[src/rtl/mdio_pkg.sv]
package mdio_pkg;

  localparam logic [1:0] START_CODE = 2'b01;
  localparam logic [1:0] OP_READ    = 2'b10;
  localparam logic [1:0] OP_WRITE   = 2'b01;
  localparam logic [1:0] TA_WRITE   = 2'b10;

  // Strobes and levels from the sequencer to the datapath
  typedef struct packed {
    logic load;        // latch a new command
    logic shift;       // advance the outgoing frame by one bit
    logic sampleAck;   // capture the acknowledge sample
    logic sampleData;  // shift in one read data bit
    logic finish;      // publish results
    logic drivePre;    // preamble slot: drive a one
    logic driveIdle;   // final idle slot: drive a one
  } dpCtrl_t;

endpackage

[src/rtl/mdio_ctrl.sv]
module mdio_ctrl
  import mdio_pkg::*;
#(
  parameter int HALF_DIV = 4,
  parameter int PRE_LEN  = 32,
  parameter int HDR_W    = 14,
  parameter int DATA_W   = 16
) (
  input  logic    clk,
  input  logic    rst_n,
  input  logic    cmdStart,
  input  logic    cmdWrite,
  output logic    busy,
  output logic    done,
  output logic    mdc,
  output logic    mdioOe,
  output logic    isWrite,
  output dpCtrl_t ctl
);

  localparam int SLOT_LAST_I = PRE_LEN + HDR_W + 2 + DATA_W;
  localparam int SLOT_W      = $clog2(SLOT_LAST_I + 1);
  localparam int DIV_W       = $clog2(HALF_DIV + 1);

  localparam logic [SLOT_W-1:0] S_PRE  = SLOT_W'(PRE_LEN);
  localparam logic [SLOT_W-1:0] S_REL  = SLOT_W'(PRE_LEN + HDR_W);
  localparam logic [SLOT_W-1:0] S_ACK  = SLOT_W'(PRE_LEN + HDR_W + 1);
  localparam logic [SLOT_W-1:0] S_D0   = SLOT_W'(PRE_LEN + HDR_W + 2);
  localparam logic [SLOT_W-1:0] S_LAST = SLOT_W'(SLOT_LAST_I);
  localparam logic [DIV_W-1:0]  DIV_TOP = DIV_W'(HALF_DIV - 1);

  logic              running;
  logic              phaseHigh;
  logic              writeR;
  logic              doneR;
  logic [DIV_W-1:0]  divCnt;
  logic [SLOT_W-1:0] slot;
  logic              tick;

  assign tick = running && (divCnt == DIV_TOP);

  always_ff @(posedge clk) begin
    if (!rst_n) begin
      running   <= 1'b0;
      phaseHigh <= 1'b0;
      writeR    <= 1'b0;
      doneR     <= 1'b0;
      divCnt    <= '0;
      slot      <= '0;
    end else begin
      doneR <= 1'b0;
      if (!running) begin
        if (cmdStart) begin
          running   <= 1'b1;
          writeR    <= cmdWrite;
          divCnt    <= '0;
          phaseHigh <= 1'b0;
          slot      <= '0;
        end
      end else if (tick) begin
        divCnt <= '0;
        if (!phaseHigh) begin
          phaseHigh <= 1'b1;
        end else begin
          phaseHigh <= 1'b0;
          if (slot == S_LAST) begin
            running <= 1'b0;
            doneR   <= 1'b1;
          end else begin
            slot <= slot + 1'b1;
          end
        end
      end else begin
        divCnt <= divCnt + 1'b1;
      end
    end
  end

  always_comb begin
    ctl            = '0;
    ctl.load       = !running && cmdStart;
    ctl.shift      = tick && phaseHigh && (slot >= S_PRE) && (slot != S_LAST);
    ctl.sampleAck  = tick && !phaseHigh && !writeR && (slot == S_ACK);
    ctl.sampleData = tick && !phaseHigh && !writeR && (slot >= S_D0) && (slot != S_LAST);
    ctl.finish     = tick && phaseHigh && (slot == S_LAST);
    ctl.drivePre   = slot < S_PRE;
    ctl.driveIdle  = slot == S_LAST;
  end

  assign busy    = running;
  assign done    = doneR;
  assign mdc     = phaseHigh;
  assign isWrite = writeR;
  assign mdioOe  = running && ((slot < S_REL) || writeR);

endmodule

[src/rtl/mdio_dp.sv]
module mdio_dp
  import mdio_pkg::*;
#(
  parameter int ADDR_W = 5,
  parameter int DATA_W = 16,
  parameter int TX_W   = 4 + 2 * ADDR_W + 2 + DATA_W
) (
  input  logic              clk,
  input  logic              rst_n,
  input  dpCtrl_t           ctl,
  input  logic              isWrite,
  input  logic              cmdWrite,
  input  logic [ADDR_W-1:0] cmdPhyAddr,
  input  logic [ADDR_W-1:0] cmdRegAddr,
  input  logic [DATA_W-1:0] cmdWrData,
  input  logic              mdioIn,
  output logic              mdioOut,
  output logic [DATA_W-1:0] rdData,
  output logic              ackErr
);

  logic [TX_W-1:0]   txReg;
  logic [DATA_W-1:0] rxReg;
  logic              noAck;
  logic [DATA_W-1:0] rdDataR;
  logic              ackErrR;

  always_ff @(posedge clk) begin
    if (!rst_n) begin
      txReg   <= '0;
      rxReg   <= '0;
      noAck   <= 1'b0;
      rdDataR <= '0;
      ackErrR <= 1'b0;
    end else begin
      if (ctl.load) begin
        txReg <= {START_CODE, (cmdWrite ? OP_WRITE : OP_READ),
                  cmdPhyAddr, cmdRegAddr, TA_WRITE, cmdWrData};
        rxReg <= '0;
        noAck <= 1'b0;
      end else if (ctl.shift) begin
        txReg <= {txReg[TX_W-2:0], 1'b0};
      end
      if (ctl.sampleAck) noAck <= mdioIn;
      if (ctl.sampleData) rxReg <= {rxReg[DATA_W-2:0], mdioIn & ~noAck};
      if (ctl.finish) begin
        if (isWrite) begin
          ackErrR <= 1'b0;
        end else begin
          rdDataR <= rxReg;
          ackErrR <= noAck;
        end
      end
    end
  end

  assign mdioOut = (ctl.drivePre || ctl.driveIdle) ? 1'b1 : txReg[TX_W-1];
  assign rdData  = rdDataR;
  assign ackErr  = ackErrR;

endmodule

[src/rtl/mdio_master.sv]
module mdio_master
  import mdio_pkg::*;
#(
  parameter int HALF_DIV = 4,
  parameter int PRE_LEN  = 32,
  parameter int ADDR_W   = 5,
  parameter int DATA_W   = 16
) (
  input  logic              clk,
  input  logic              rst_n,
  input  logic              cmdStart,
  input  logic              cmdWrite,
  input  logic [ADDR_W-1:0] cmdPhyAddr,
  input  logic [ADDR_W-1:0] cmdRegAddr,
  input  logic [DATA_W-1:0] cmdWrData,
  output logic              busy,
  output logic              done,
  output logic [DATA_W-1:0] rdData,
  output logic              ackErr,
  output logic              mdc,
  output logic              mdioOut,
  output logic              mdioOe,
  input  logic              mdioIn
);

  localparam int HDR_W = 4 + 2 * ADDR_W;
  localparam int TX_W  = HDR_W + 2 + DATA_W;

  dpCtrl_t ctl;
  logic    isWrite;

  mdio_ctrl #(
    .HALF_DIV(HALF_DIV), .PRE_LEN(PRE_LEN), .HDR_W(HDR_W), .DATA_W(DATA_W)
  ) u_ctrl (
    .clk(clk), .rst_n(rst_n), .cmdStart(cmdStart), .cmdWrite(cmdWrite),
    .busy(busy), .done(done), .mdc(mdc), .mdioOe(mdioOe),
    .isWrite(isWrite), .ctl(ctl)
  );

  mdio_dp #(
    .ADDR_W(ADDR_W), .DATA_W(DATA_W), .TX_W(TX_W)
  ) u_dp (
    .clk(clk), .rst_n(rst_n), .ctl(ctl), .isWrite(isWrite),
    .cmdWrite(cmdWrite), .cmdPhyAddr(cmdPhyAddr), .cmdRegAddr(cmdRegAddr),
    .cmdWrData(cmdWrData), .mdioIn(mdioIn), .mdioOut(mdioOut),
    .rdData(rdData), .ackErr(ackErr)
  );

endmodule

[config.mk]
export PLATFORM = sky130hd
export DESIGN_NAME = mdio_master
export DESIGN_NICKNAME = d
export VERILOG_FILES = /design/src/rtl/mdio_pkg.sv /design/src/rtl/mdio_ctrl.sv /design/src/rtl/mdio_dp.sv /design/src/rtl/mdio_master.sv
export SDC_FILE = /design/constraint.sdc
export NUM_CORES = 1
export LEC_CHECK = 0
export BUFFER_PORTS_ARGS = -buffer_cell sky130_fd_sc_hd__buf_4
export CAP_MARGIN = 30
export CORE_MARGIN = 4
export CORE_UTILIZATION = 45
export CTS_CLUSTER_SIZE = 16
export DETAILED_ROUTE_END_ITERATION = 10
export GPL_TIMING_DRIVEN = 0
export PLACE_DENSITY = 0.7
export SYNTH_ARGS = -nofsm -noshare
export SYNTH_HDL_FRONTEND = slang
export SYNTH_SLANG_ARGS = --single-unit
[constraint.sdc]
create_clock -name clk -period 2.1 [get_ports clk]
set_input_delay 0.21 -clock clk [delete_from_list [all_inputs] [get_ports clk]]
set_output_delay 0.21 -clock clk [all_outputs]
set_load 0.01 [all_outputs]
**Word level (Yosys, flattened, before mapping)**

Cells that the tools add are included.

- Add/subtract/negate cells: 2
- Order comparisons: 4
- Eq/ne operators: 7
- Mux-type cells: 27
- Bitwise gates (word level): 5
- Reduce and logical (&&, ||, !) cells: 27

Operators by type and width:

| operator | count |
|---|---|
| two-way mux 31 bit | 2 |
| two-way mux 7 bit | 5 |
| two-way mux 16 bit | 2 |
| greater-or-equal comparator 7 x 6 -> 1 bit, second input constant | 2 |
| < comparator 7 x 6 -> 1 bit, second input constant | 2 |
| two-way mux 1 bit | 14 |
| logical AND 1 bit | 12 |
| two-way mux 3 bit | 3 |
| AND reduction 4 bit | 2 |
| nonzero test 2 bit | 4 |
| adder 7 x 1 -> 7 bit, second input constant | 1 |
| equality test 7 x 6 -> 1 bit, second input constant | 1 |
| equality test 7 bit, second input constant | 1 |
| inequality test 7 bit, second input constant | 1 |
| inequality test 2 bit, second input constant | 3 |
| AND reduction 2 bit | 3 |
| inverter 1 bit | 4 |
| adder 3 x 1 -> 3 bit, second input constant | 1 |
| equality test 3 x 2 -> 1 bit, second input constant | 1 |
| logical NOT 1 bit | 3 |
| logical OR 1 bit | 2 |
| two-way mux 2 bit | 1 |
| OR reduction 2 bit | 1 |
| bitwise AND 1 bit | 1 |

- Flip-flop bits (word level): 80
- Bits of input ports: 31
- Output and inout port bits: 22
- Word-level logic and storage cells: 84

**Logic depth before layout (Yosys ltp)**

Gate-level depths: netlist of the first run.

- Depth in word-level cells: 7
- Depth in mapped cells: 8
- Gate-level depth less buffers: 6

**Modules after synthesis**

Synthesis of the first run repeated with hierarchy kept, for this count alone.

- Cell total of the unflattened synthesis: 385
- Area total of the unflattened synthesis: 3590.9 um2

Modules (own cells, without submodules):

| module | times used | cells each | area each (um2) | seq. area each (um2) |
|---|---|---|---|---|
| mdio_dp | 1 | 293 | 2800.2 | 1321.3 |
| mdio_ctrl | 1 | 92 | 790.8 | 280.3 |

**Worst setup path before layout of the first run**

OpenSTA, ideal clock, no wires.

- Path kind: register -> register
- Start point: register u_ctrl.slot[3]
- End point: register u_dp.rdDataR[15], in the netlist u_dp.rdData[15]
- Setup time: 0.115 ns
- Data arrival time: 1.910 ns
- Data required time: 1.985 ns
- Setup slack: 0.075 ns
- Cell stages (with the launch flop): 9
- Buffers on the path: 4
- Period minus slack after synthesis: 2.025 ns
- Cells stage by stage: dfxtp_1 buf_6 or4_4 buf_6 or4_1 buf_2 buf_6 nand3_2 o21ai_2

- Cells in the longest elaborated chain, start to end: 3

Ends and longest elaborated chain:

| item | RTL line | source |
|---|---|---|
| start, declared | mdio_ctrl.sv:37 | `logic [SLOT_W-1:0] slot;` |
| start signal, assigned | mdio_ctrl.sv:70 | `slot <= slot + 1'b1;` |
| equality test 7 bit | mdio_ctrl.sv:85 | `ctl.finish = tick && phaseHigh && (slot == S_LAST);` |
| logical AND 1 bit | mdio_ctrl.sv:85 |  |
| AND reduction 2 bit (no line) | - |  |
| end signal, assigned | mdio_dp.sv:50 | `rdDataR <= rxReg;` |
| end, declared | mdio_dp.sv:25 | `logic [DATA_W-1:0] rdDataR;` |

No other way between the ends.
A chain may end at the register's enable or synchronous reset.

**Worst setup path after layout of the first run**

- Start point: register u_ctrl.slot[3]
- End point: register u_dp.rdDataR[8], in the netlist u_dp.rdData[8]

The elaborated chain is that of the path after synthesis.

==> run metrics, run 1 <==
Initial Util 47.3%; Final nets 485; Syn. warnings 0; final setup TNS 0 ns; cell area after layout 4330 sq um; period utilization 97.7%; Syn Area/Cell 9.03 sq um; Core Rows 31; Psw 0.000737 W; share of cells above drive strength 1 27.2%; MaxCap Viol Count 0; CTS buffer count 9; most common cell after layout, fill and taps aside dfxtp_1; Post-synth ARST share 0%; static leakage 1.58 nW; initial drt markers 110; Clock Power Share 46.1%; first-pass GRT wire length 13.8 mm; multi-input logic area 1710 sq um; fillers 655; clk slew on worst S/H paths 0.08 ns; cell count after synthesis 388; worst setup path startpoint u_ctrl.slot[3]; RePlAce Congestion 0.846; clock sinks 80; largest net degree at the start of global routing 15; 1st-pass router iterations 4; Final Skew 0.00984 ns; type of origin of the critical path flop; clock latency on the worst-skew pair 0.36 ns; Pwr Density 769 nW/um^2; most frequent cells in the layout 79 x dfxtp_1, 61 x nand2_1, 55 x buf_4; P_int 0.00260 W; gr usage total 19.2%; r2r worst-path depth 7; Pwr Total 0.00333 W; met2 Resource Use GR 31.1%; Worst Tran Pin Value 0.676 ns; CTS Buffer Depth 2; synthesis-to-layout area growth 23.7%; die area 9260 sq um; IO buf count 51; grt ovf 0; CTS tree done; CP arrival 2.31 ns; max_slew headroom 54.6%; number of synthesized flops with an enable pin 0; unrepaired setup endpoints after global routing true; dpl cell area 4010 sq um; CTS root buffer clkbuf_8; GR Layer Usage met1 24.6%; Critical Path Sink u_dp.rdData[8]; Top Ports 53; post-synthesis sequential area ratio 45.7%; Synth Cell Area 3500 sq um; final setup vio count 0; logic gate share of total power 6.7%; Yosys reg bits 80; initial antenna violation count 0; Hold Path Class primary input to flop; crit end category flop; CTS H-tree depth 3; status complete, no violations; Final Routed Wirelength 8.33 mm; sequential group share of total power 47.2%; Critical Path RT 2.36 ns; unique cell type count in the Yosys netlist 46; detailed placer's ending HPWL 5.94 mm; pre-CTS setup slack -0.0870 ns; Setup CP Type flop to flop; Setup WS post-layout 0.0488 ns; hold bufs inserted after CTS 0; routed vias/inst 5.52; FF-to-FF Start u_ctrl.slot[3]; global routing usage on met3 3.36%; CP max FO 10; leading register cell type out of synthesis dfxtp_1; final slew viol count 0; Die Y 96.2 um; vias in the first global route 2901; grt peak-use layer met2; worst hold slack 0.0721 ns; DR vias 3061; Antenna Nets Post-Route 0; Worst R2R End u_dp.rdData[8]; switching share of power 22.1%; FF/Latch Area 1600 sq um; wire per inst 15.0 um; Placeable Area 7410 sq um; DR DRC count 0; Syn Nets 422; Fin. Hold Viols 0; Die Wd 96.2 um; maximum vdd ir drop 0.429 mV; Antenna Cells 0; Max Freq 488 MHz; reg2reg setup slack 0.05 ns; minimum clock period after layout 2.05 ns
-- power groups by stage --
stage	Sequential [W]	Combinational (W)	Clock (W)
3_5_place_dp	0.00161	0.000220	0
4_1_cts	0.00157	0.000223	0.00155
2_1_floorplan	0.00160	0.000127	0
6_report	0.00157	0.000222	0.00154
3_3_place_gp	0.00161	0.000215	0
5_1_grt	0.00158	0.000247	0.00162
-- cell type report --
class,count,area share (%)
repair buffers,55,9.47
inverters,5,0.433
well taps,99,2.86
multi-input cells,264,39.4
plain buffers,36,4.45
flip-flops and latches,80,37.0
clock buffers,10,3.18
clock inverters,6,3.21
-- registers in the layout (all words and copies together) (netlist names) --
register and flops:
u_dp.rxReg 16, u_dp.noAck 1, u_dp.rdData 16, u_dp.ackErr 1, u_dp.txReg 32, u_ctrl.busy 1
u_ctrl.slot 7, u_ctrl.isWrite 1, u_ctrl.done 1, u_ctrl.divCnt 3, u_ctrl.mdc 1
-- synth_stat cells, types with 4 or more instances --
cell type,n,share of area (%)
nand3_1,47,6.7
clkbuf_1,29,3.1
dfxtp_1,80,46
nor2_1,10,1.1
buf_6,5,1.6
o2111ai_1,4,1.0
o21ai_0,4,0.57
o211ai_1,4,0.86
a2111o_1,4,1.3
mux2i_1,18,5.1
a21oi_1,15,2.1
o221ai_1,19,4.8
nand2_1,62,6.6
nor3b_1,4,0.86
o21ai_2,16,4.0
nand3_2,14,4.0
inv_1,5,0.54
-- cells by family after synthesis --
| logic type | count (synthesis) | share of synthesized area [%] |
|---|---|---|
| muxes | 18 | 5.14 |
| AOI/OAI and AO/OA | 77 | 17.0 |
| adders and majority gates | 3 | 1.07 |
| and+or+nand+nor | 165 | 24.8 |
| buffers and inverters | 44 | 6.04 |
| DFF | 80 | 45.7 |
| xor gates and xnor gates | 1 | 0.250 |
-- timing repair --
action                                  CTS  global route
endpoints found under the setup margin   37            56
setup buffers                             1             2
gates resized for setup                  10            11
hold endpoints to repair                  0             0
pin swaps                                 0             1
-- worst min path at each step --
stage | from | to | depth (start not counted)
floorplan | cmdWrData[10] | u_dp.txReg[10] | 2
global placement | cmdWrData[5] | u_dp.txReg[5] | 3
detailed placement | cmdWrData[2] | u_dp.txReg[2] | 3
CTS | cmdPhyAddr[0] | u_dp.txReg[23] | 3
global route | cmdWrData[5] | u_dp.txReg[5] | 3
finish | cmdPhyAddr[0] | u_dp.txReg[23] | 3
-- per-layer routing --
| metal | share of wire (%) | routed length [um] |
|---|---|---|
| met1 | 46 | 3790 |
| met2 | 48 | 3970 |
| met4 | 2.0 | 165 |
| met5 | 0 | 0 |
| met3 | 4.9 | 404 |
-- critical path, stage by stage, from the launching register on --
cell	delay, ns
dfxtp_1	0.31
buf_6	0.13
or4_4	0.55
or4_4	0.52
buf_6	0.15
buf_6	0.15
nand3_2	0.09
o21ai_2	0.06
-- per-stage QoR --
stage	cells	util [%]
floorplan	388	-
global placement	538	54.1
detailed placement	539	54.2
CTS	554	58.2
global route	555	58.5
finish	555	58.5
No activity file was read; power rests on OpenSTA's default activity.
==> inputs of run 2 (changes only) <==
--- a/config.mk
+++ b/config.mk
@@ -7,6 +7,7 @@
 export LEC_CHECK = 0
 export BUFFER_PORTS_ARGS = -buffer_cell sky130_fd_sc_hd__buf_4
 export CAP_MARGIN = 30
+export CORE_ASPECT_RATIO = 1.4
 export CORE_MARGIN = 4
 export CORE_UTILIZATION = 45
 export CTS_CLUSTER_SIZE = 16
==> run metrics, run 2 (synthesis results as in run 1) <==
FF-to-FF Start u_ctrl.slot[2]; final slew viol count 0; die area 9280 sq um; MaxCap Viol Count 0; Antenna Cells 0; crit end category output pin; vias in the first global route 2987; Worst R2R End u_dp.rdData[3]; Die Wd 82.6 um; most frequent cells in the layout 79 x dfxtp_1, 61 x nand2_1, 53 x buf_4; hold bufs inserted after CTS 0; initial drt markers 142; Setup CP Type flop to output pin; synthesis-to-layout area growth 21.2%; reg2reg setup slack 0.10 ns; initial antenna violation count 0; Fin. Hold Viols 0; Worst Hold End u_dp.txReg[4]; final setup vio count 0; wire per inst 14.6 um; DR vias 2992; first-pass GRT wire length 13.8 mm; unrepaired setup endpoints after global routing true; status complete, no violations; max_slew headroom 55.2%; Die Y 112 um; Final Routed Wirelength 8.02 mm; gr usage total 18.9%; static leakage 1.53 nW; Antenna Nets Post-Route 0; CTS Buffer Depth 2; Critical Path RT 1.89 ns; Max Freq 495 MHz; share of cells above drive strength 1 27.2%; Initial Util 47.0%; Final Skew 0.0101 ns; IO buf count 51; minimum clock period after layout 2.02 ns; period utilization 96.2%; Hold Crit Depth 3; CTS H-tree depth 3; Worst Tran Pin Value 0.672 ns; Crit path max-delay family simple AND/OR/NAND/NOR gates; detailed placer's ending HPWL 5.86 mm; worst path cell trace inv_1 > ha_1 > nand2_2 > nor2_2 > or3_1 > buf_4; Util after Layout 56.9%; CTS root buffer clkbuf_8; Pwr Density 688 nW/um^2; Crit path buffers/inverters 2; Top Ports 53; CP max FO 6; maximum vdd ir drop 0.540 mV; CTS buffer count 9; most common cell after layout, fill and taps aside dfxtp_1; CP arrival 1.81 ns; Placeable Area 7450 sq um; max reg flops 32; clk slew on worst S/H paths 0.08 ns; clock latency on the worst-skew pair 0.36 ns; largest net degree at the start of global routing 14; type of origin of the critical path flop; grt ovf 0; CP max-delay cell dfxtp_1; clock sinks 80; worst min-delay path startpoint cmdWrData[4]; RePlAce Congestion 0.859; Core Rows 37; routed vias/inst 5.45; CTS tree done; r2r worst-path depth 6; DR DRC count 0; Pwr Total 0.00292 W; Top reg by flops u_dp.txReg; final setup TNS 0 ns; Hold Path Class primary input to flop; Final nets 482; 1st-pass router iterations 5; CP max stage delay 0.39 ns
-- run 2: cell count changes in the layout (fill, tap and decap cells not counted), moves of 2 or more --
cell / change
clkinv_4: +2
clkinv_2: +2
buf_4: -2
bufinv_16: -3
-- run 2: area by class of cell --
class	instances	area (sq um)
Timing Repair Buffer	53	395
Buffer	35	188
Sequential cell	80	1600
Clock buffer	10	138
Inverter	5	18.8
Fill cell	677	3210
Tap cell	97	121
Multi-Input combinational cell	264	1720
Clock inverter	5	57.6
-- run 2: how the worst max path moves through the flow --
stage | from | endpoint | cells past startpoint
after floorplan | u_ctrl.slot[3] | u_dp.rdData[15] | 8
after detailed placement | u_ctrl.slot[0] | u_dp.rxReg[15] | 7
final | u_ctrl.slot[1] | mdioOut | 6
after global routing | u_ctrl.divCnt[0] | u_dp.txReg[30] | 6
after global placement | u_ctrl.divCnt[0] | u_dp.txReg[18] | 5
after CTS | u_ctrl.divCnt[0] | u_dp.txReg[30] | 6
-- run 2: per-layer routing --
metal | up-vias | routed length (um) | part of all wire (%) | GRT usage, %
li1 | 1516 | - | - | -
met1 | 1409 | 3480 | 43 | 23.2
met2 | 60 | 4070 | 51 | 32.1
met3 | 7 | 369 | 4.6 | 3.85
met4 | 0 | 104 | 1.3 | 6.87
met5 | - | 0 | 0 | 0
-- run 2: worst reg2reg max path: stages, from the launching register on --
cell,delay [ns]
dfxtp_1,0.39
or4_4,0.58
or4_4,0.51
buf_6,0.15
buf_6,0.15
nand3_2,0.08
o21ai_2,0.06
-- run 2: repair_timing --
| item | 4_1_cts | 5_1_grt |
|---|---|---|
| gates resized for setup | 7 | 15 |
| buffers inserted | 0 | 1 |
| endpoints found under the hold margin | 0 | 0 |
| pin swaps | 0 | 2 |
| endpoints found under the setup margin | 43 | 55 |
-- run 2: report_power, final --
| group | leakage [nW] | switching [W] | total (W) | internal [W] |
|---|---|---|---|---|
| Combinational | 0.778 | 0.000131 | 0.000220 | 0.0000882 |
| Clock | 0.102 | 0.000550 | 0.00112 | 0.000575 |
| Sequential | 0.651 | 0.0000161 | 0.00157 | 0.00156 |
-- run 2: metrics by stage --
step	hold WS (ns)	instance area (sq um)	setup WS, ns	cells
floorplan	0.350	3500	0.0748	388
global placement	0.437	4010	-0.101	536
detailed placement	0.439	4010	-0.0999	537
CTS	0.0700	4210	-0.0272	550
global route	0.0814	4240	-0.0263	549
finish	0.0755	4240	0.0807	549
==> inputs of run 3 (changes only) <==
--- a/config.mk
+++ b/config.mk
@@ -13,7 +13,7 @@
 export CTS_CLUSTER_SIZE = 16
 export DETAILED_ROUTE_END_ITERATION = 10
 export GPL_TIMING_DRIVEN = 0
-export PLACE_DENSITY = 0.7
+export PLACE_DENSITY = 0.67
 export SYNTH_ARGS = -nofsm -noshare
 export SYNTH_HDL_FRONTEND = slang
 export SYNTH_SLANG_ARGS = --single-unit
==> constraint.sdc (replaced) <==
create_clock -name clk -period 2.4 [get_ports clk]
set_input_delay 0.24 -clock clk [delete_from_list [all_inputs] [get_ports clk]]
set_output_delay 0.24 -clock clk [all_outputs]
set_load 0.01 [all_outputs]
==> run metrics, run 3 (synthesis results as in run 1) <==
DR top layer met4; wire per inst 14.3 um; Pwr Density 595 nW/um^2; reg2reg setup slack 0.18 ns; Final Routed Wirelength 7.90 mm; most frequent cells in the layout 80 x dfxtp_1, 62 x nand2_1, 52 x buf_4; max_slew headroom 52.2%; die area 9280 sq um; multi-input logic area 1690 sq um; clock sinks 80; FF-to-FF Start u_ctrl.busy; final slew viol count 0; CTS Buffer Depth 2; most common cell after layout, fill and taps aside dfxtp_1; 1st-pass router iterations 4; FF/Latch Area 1600 sq um; initial drt markers 147; P_int 0.00186 W; Max Freq 451 MHz; grt ovf 0; Pwr Total 0.00250 W; worst path cell trace clkbuf_1 > nand2b_1 > clkbuf_1 > nand2_1 > a2111o_1 > nand2_1; Top reg by flops u_dp.txReg; Critical Path RT 2.69 ns; DR DRC count 0; Crit path max-delay family buffers and inverters; share of cells above drive strength 1 24.6%; Placeable Area 7450 sq um; minimum clock period after layout 2.22 ns; Hold Crit Depth 3; Clock Power Share 37.2%; met3 WL 335 um; DR vias 3020; CTS tree done; clk slew on worst S/H paths 0.09 ns; Crit path buffers/inverters 2; CTS root buffer clkbuf_8; final setup vio count 0; first-pass GRT wire length 13.4 mm; largest net degree at the start of global routing 16; Final Skew 0.0197 ns; Worst Tran Pin Value 0.714 ns; M1 WL 3.46 mm; static leakage 1.51 nW; Final nets 485; Die Y 112 um; RePlAce Congestion 0.893; CTS buffer count 9; IO buf count 51; Worst R2R End u_ctrl.slot[5]; unrepaired setup endpoints after global routing false; vias in the first global route 2898; clock latency on the worst-skew pair 0.35 ns; Setup CP Type flop to flop; Hold Path Class primary input to flop; switching share of power 25.6%; sequential group share of total power 55.1%; CTS H-tree depth 3; maximum vdd ir drop 0.376 mV; type of origin of the critical path flop; Antenna Nets Post-Route 0; worst min-delay path startpoint cmdWrData[9]; r2r worst-path depth 6; Initial Util 47.0%; fillers 701; detailed placer's ending HPWL 5.88 mm; crit end category flop; initial antenna violation count 0; Die Wd 82.6 um; worst hold slack 0.115 ns; CP max-delay cell a2111o_1; Fin. Hold Viols 0; CP max FO 10; CP max stage delay 0.47 ns; Psw 0.000640 W; met2 wire length 3.96 mm; Core Rows 37; max reg flops 32; Worst Hold End u_dp.txReg[9]; status complete, no violations; logic gate share of total power 7.6%; synthesis-to-layout area growth 19.9%; final setup TNS 0 ns; Top Ports 53; CP arrival 2.50 ns; routed vias/inst 5.46; hold bufs inserted after CTS 0; period utilization 92.4%; gr usage total 18.2%; Antenna Cells 0; MaxCap Viol Count 0
-- run 3: changes by cell type in the layout (fill, tap and decap cells not counted), sizes merged --
cell,change
clkinv,-2
clkbuf,+2
clkinvlp,+1
bufinv,-1
inv,+3
buf,+1
-- run 3: final cells by class --
class                      instances  area share [%]
multi-input combinational        264            40.2
sequential                        80            38.1
timing repair buffer              52            9.24
buffer                            39            4.59
clock buffer                      10            3.28
tap                               97            2.89
clock inverter                     6            1.19
inverter                           5           0.447
-- run 3: power by group through the flow --
stage | clock network, W | logic [W] | registers, W
finish | 0.000930 | 0.000191 | 0.00138
global route | 0.00101 | 0.000213 | 0.00138
CTS | 0.000953 | 0.000192 | 0.00138
detailed placement | 0 | 0.000192 | 0.00141
global placement | 0 | 0.000190 | 0.00141
floorplan | 0 | 0.000111 | 0.00140
-- run 3: per-stage QoR --
| stage | util, % | cells | setup WS [ns] | instance area, sq um |
|---|---|---|---|---|
| floorplan | - | 388 | 0.375 | 3500 |
| global placement | 53.8 | 536 | 0.178 | 4010 |
| detailed placement | 53.8 | 537 | 0.194 | 4010 |
| CTS | 56.3 | 553 | 0.182 | 4200 |
| global route | 56.3 | 553 | 0.00980 | 4200 |
| finish | 56.3 | 553 | 0.182 | 4200 |
-- run 3: repair_timing --
action,CTS,global route
setup endpoints to repair,0,2
resized for setup,0,1
setup buffers,0,0
-- run 3: worst max path at each step --
stage | startpoint | end | slack (ns) | depth (start not counted)
2_1_floorplan | u_ctrl.slot[3] | u_dp.rdData[15] | 0.37 | 8
3_3_place_gp | u_ctrl.busy | u_ctrl.slot[3] | 0.18 | 6
3_5_place_dp | u_ctrl.slot[0] | u_dp.rxReg[15] | 0.19 | 7
4_1_cts | u_ctrl.busy | u_ctrl.slot[6] | 0.18 | 6
5_1_grt | u_ctrl.divCnt[0] | u_dp.txReg[7] | 0.01 | 7
6_report | u_ctrl.busy | u_ctrl.slot[5] | 0.18 | 6
-- run 3: per-layer routing --
layer / track usage, % / up-vias
met2: 30.2 / 62
li1: - / 1530
met3: 3.53 / 14
met5: 0 / -
met4: 6.87 / 0
met1: 22.8 / 1414
-- run 3: worst register-to-register path, stage by stage, from the launching register on --
cell      delay [ns]
dfxtp_1         0.38
clkbuf_1        0.33
nand2b_1        0.15
clkbuf_1        0.40
nand2_1         0.36
a2111o_1        0.47
nand2_1         0.06
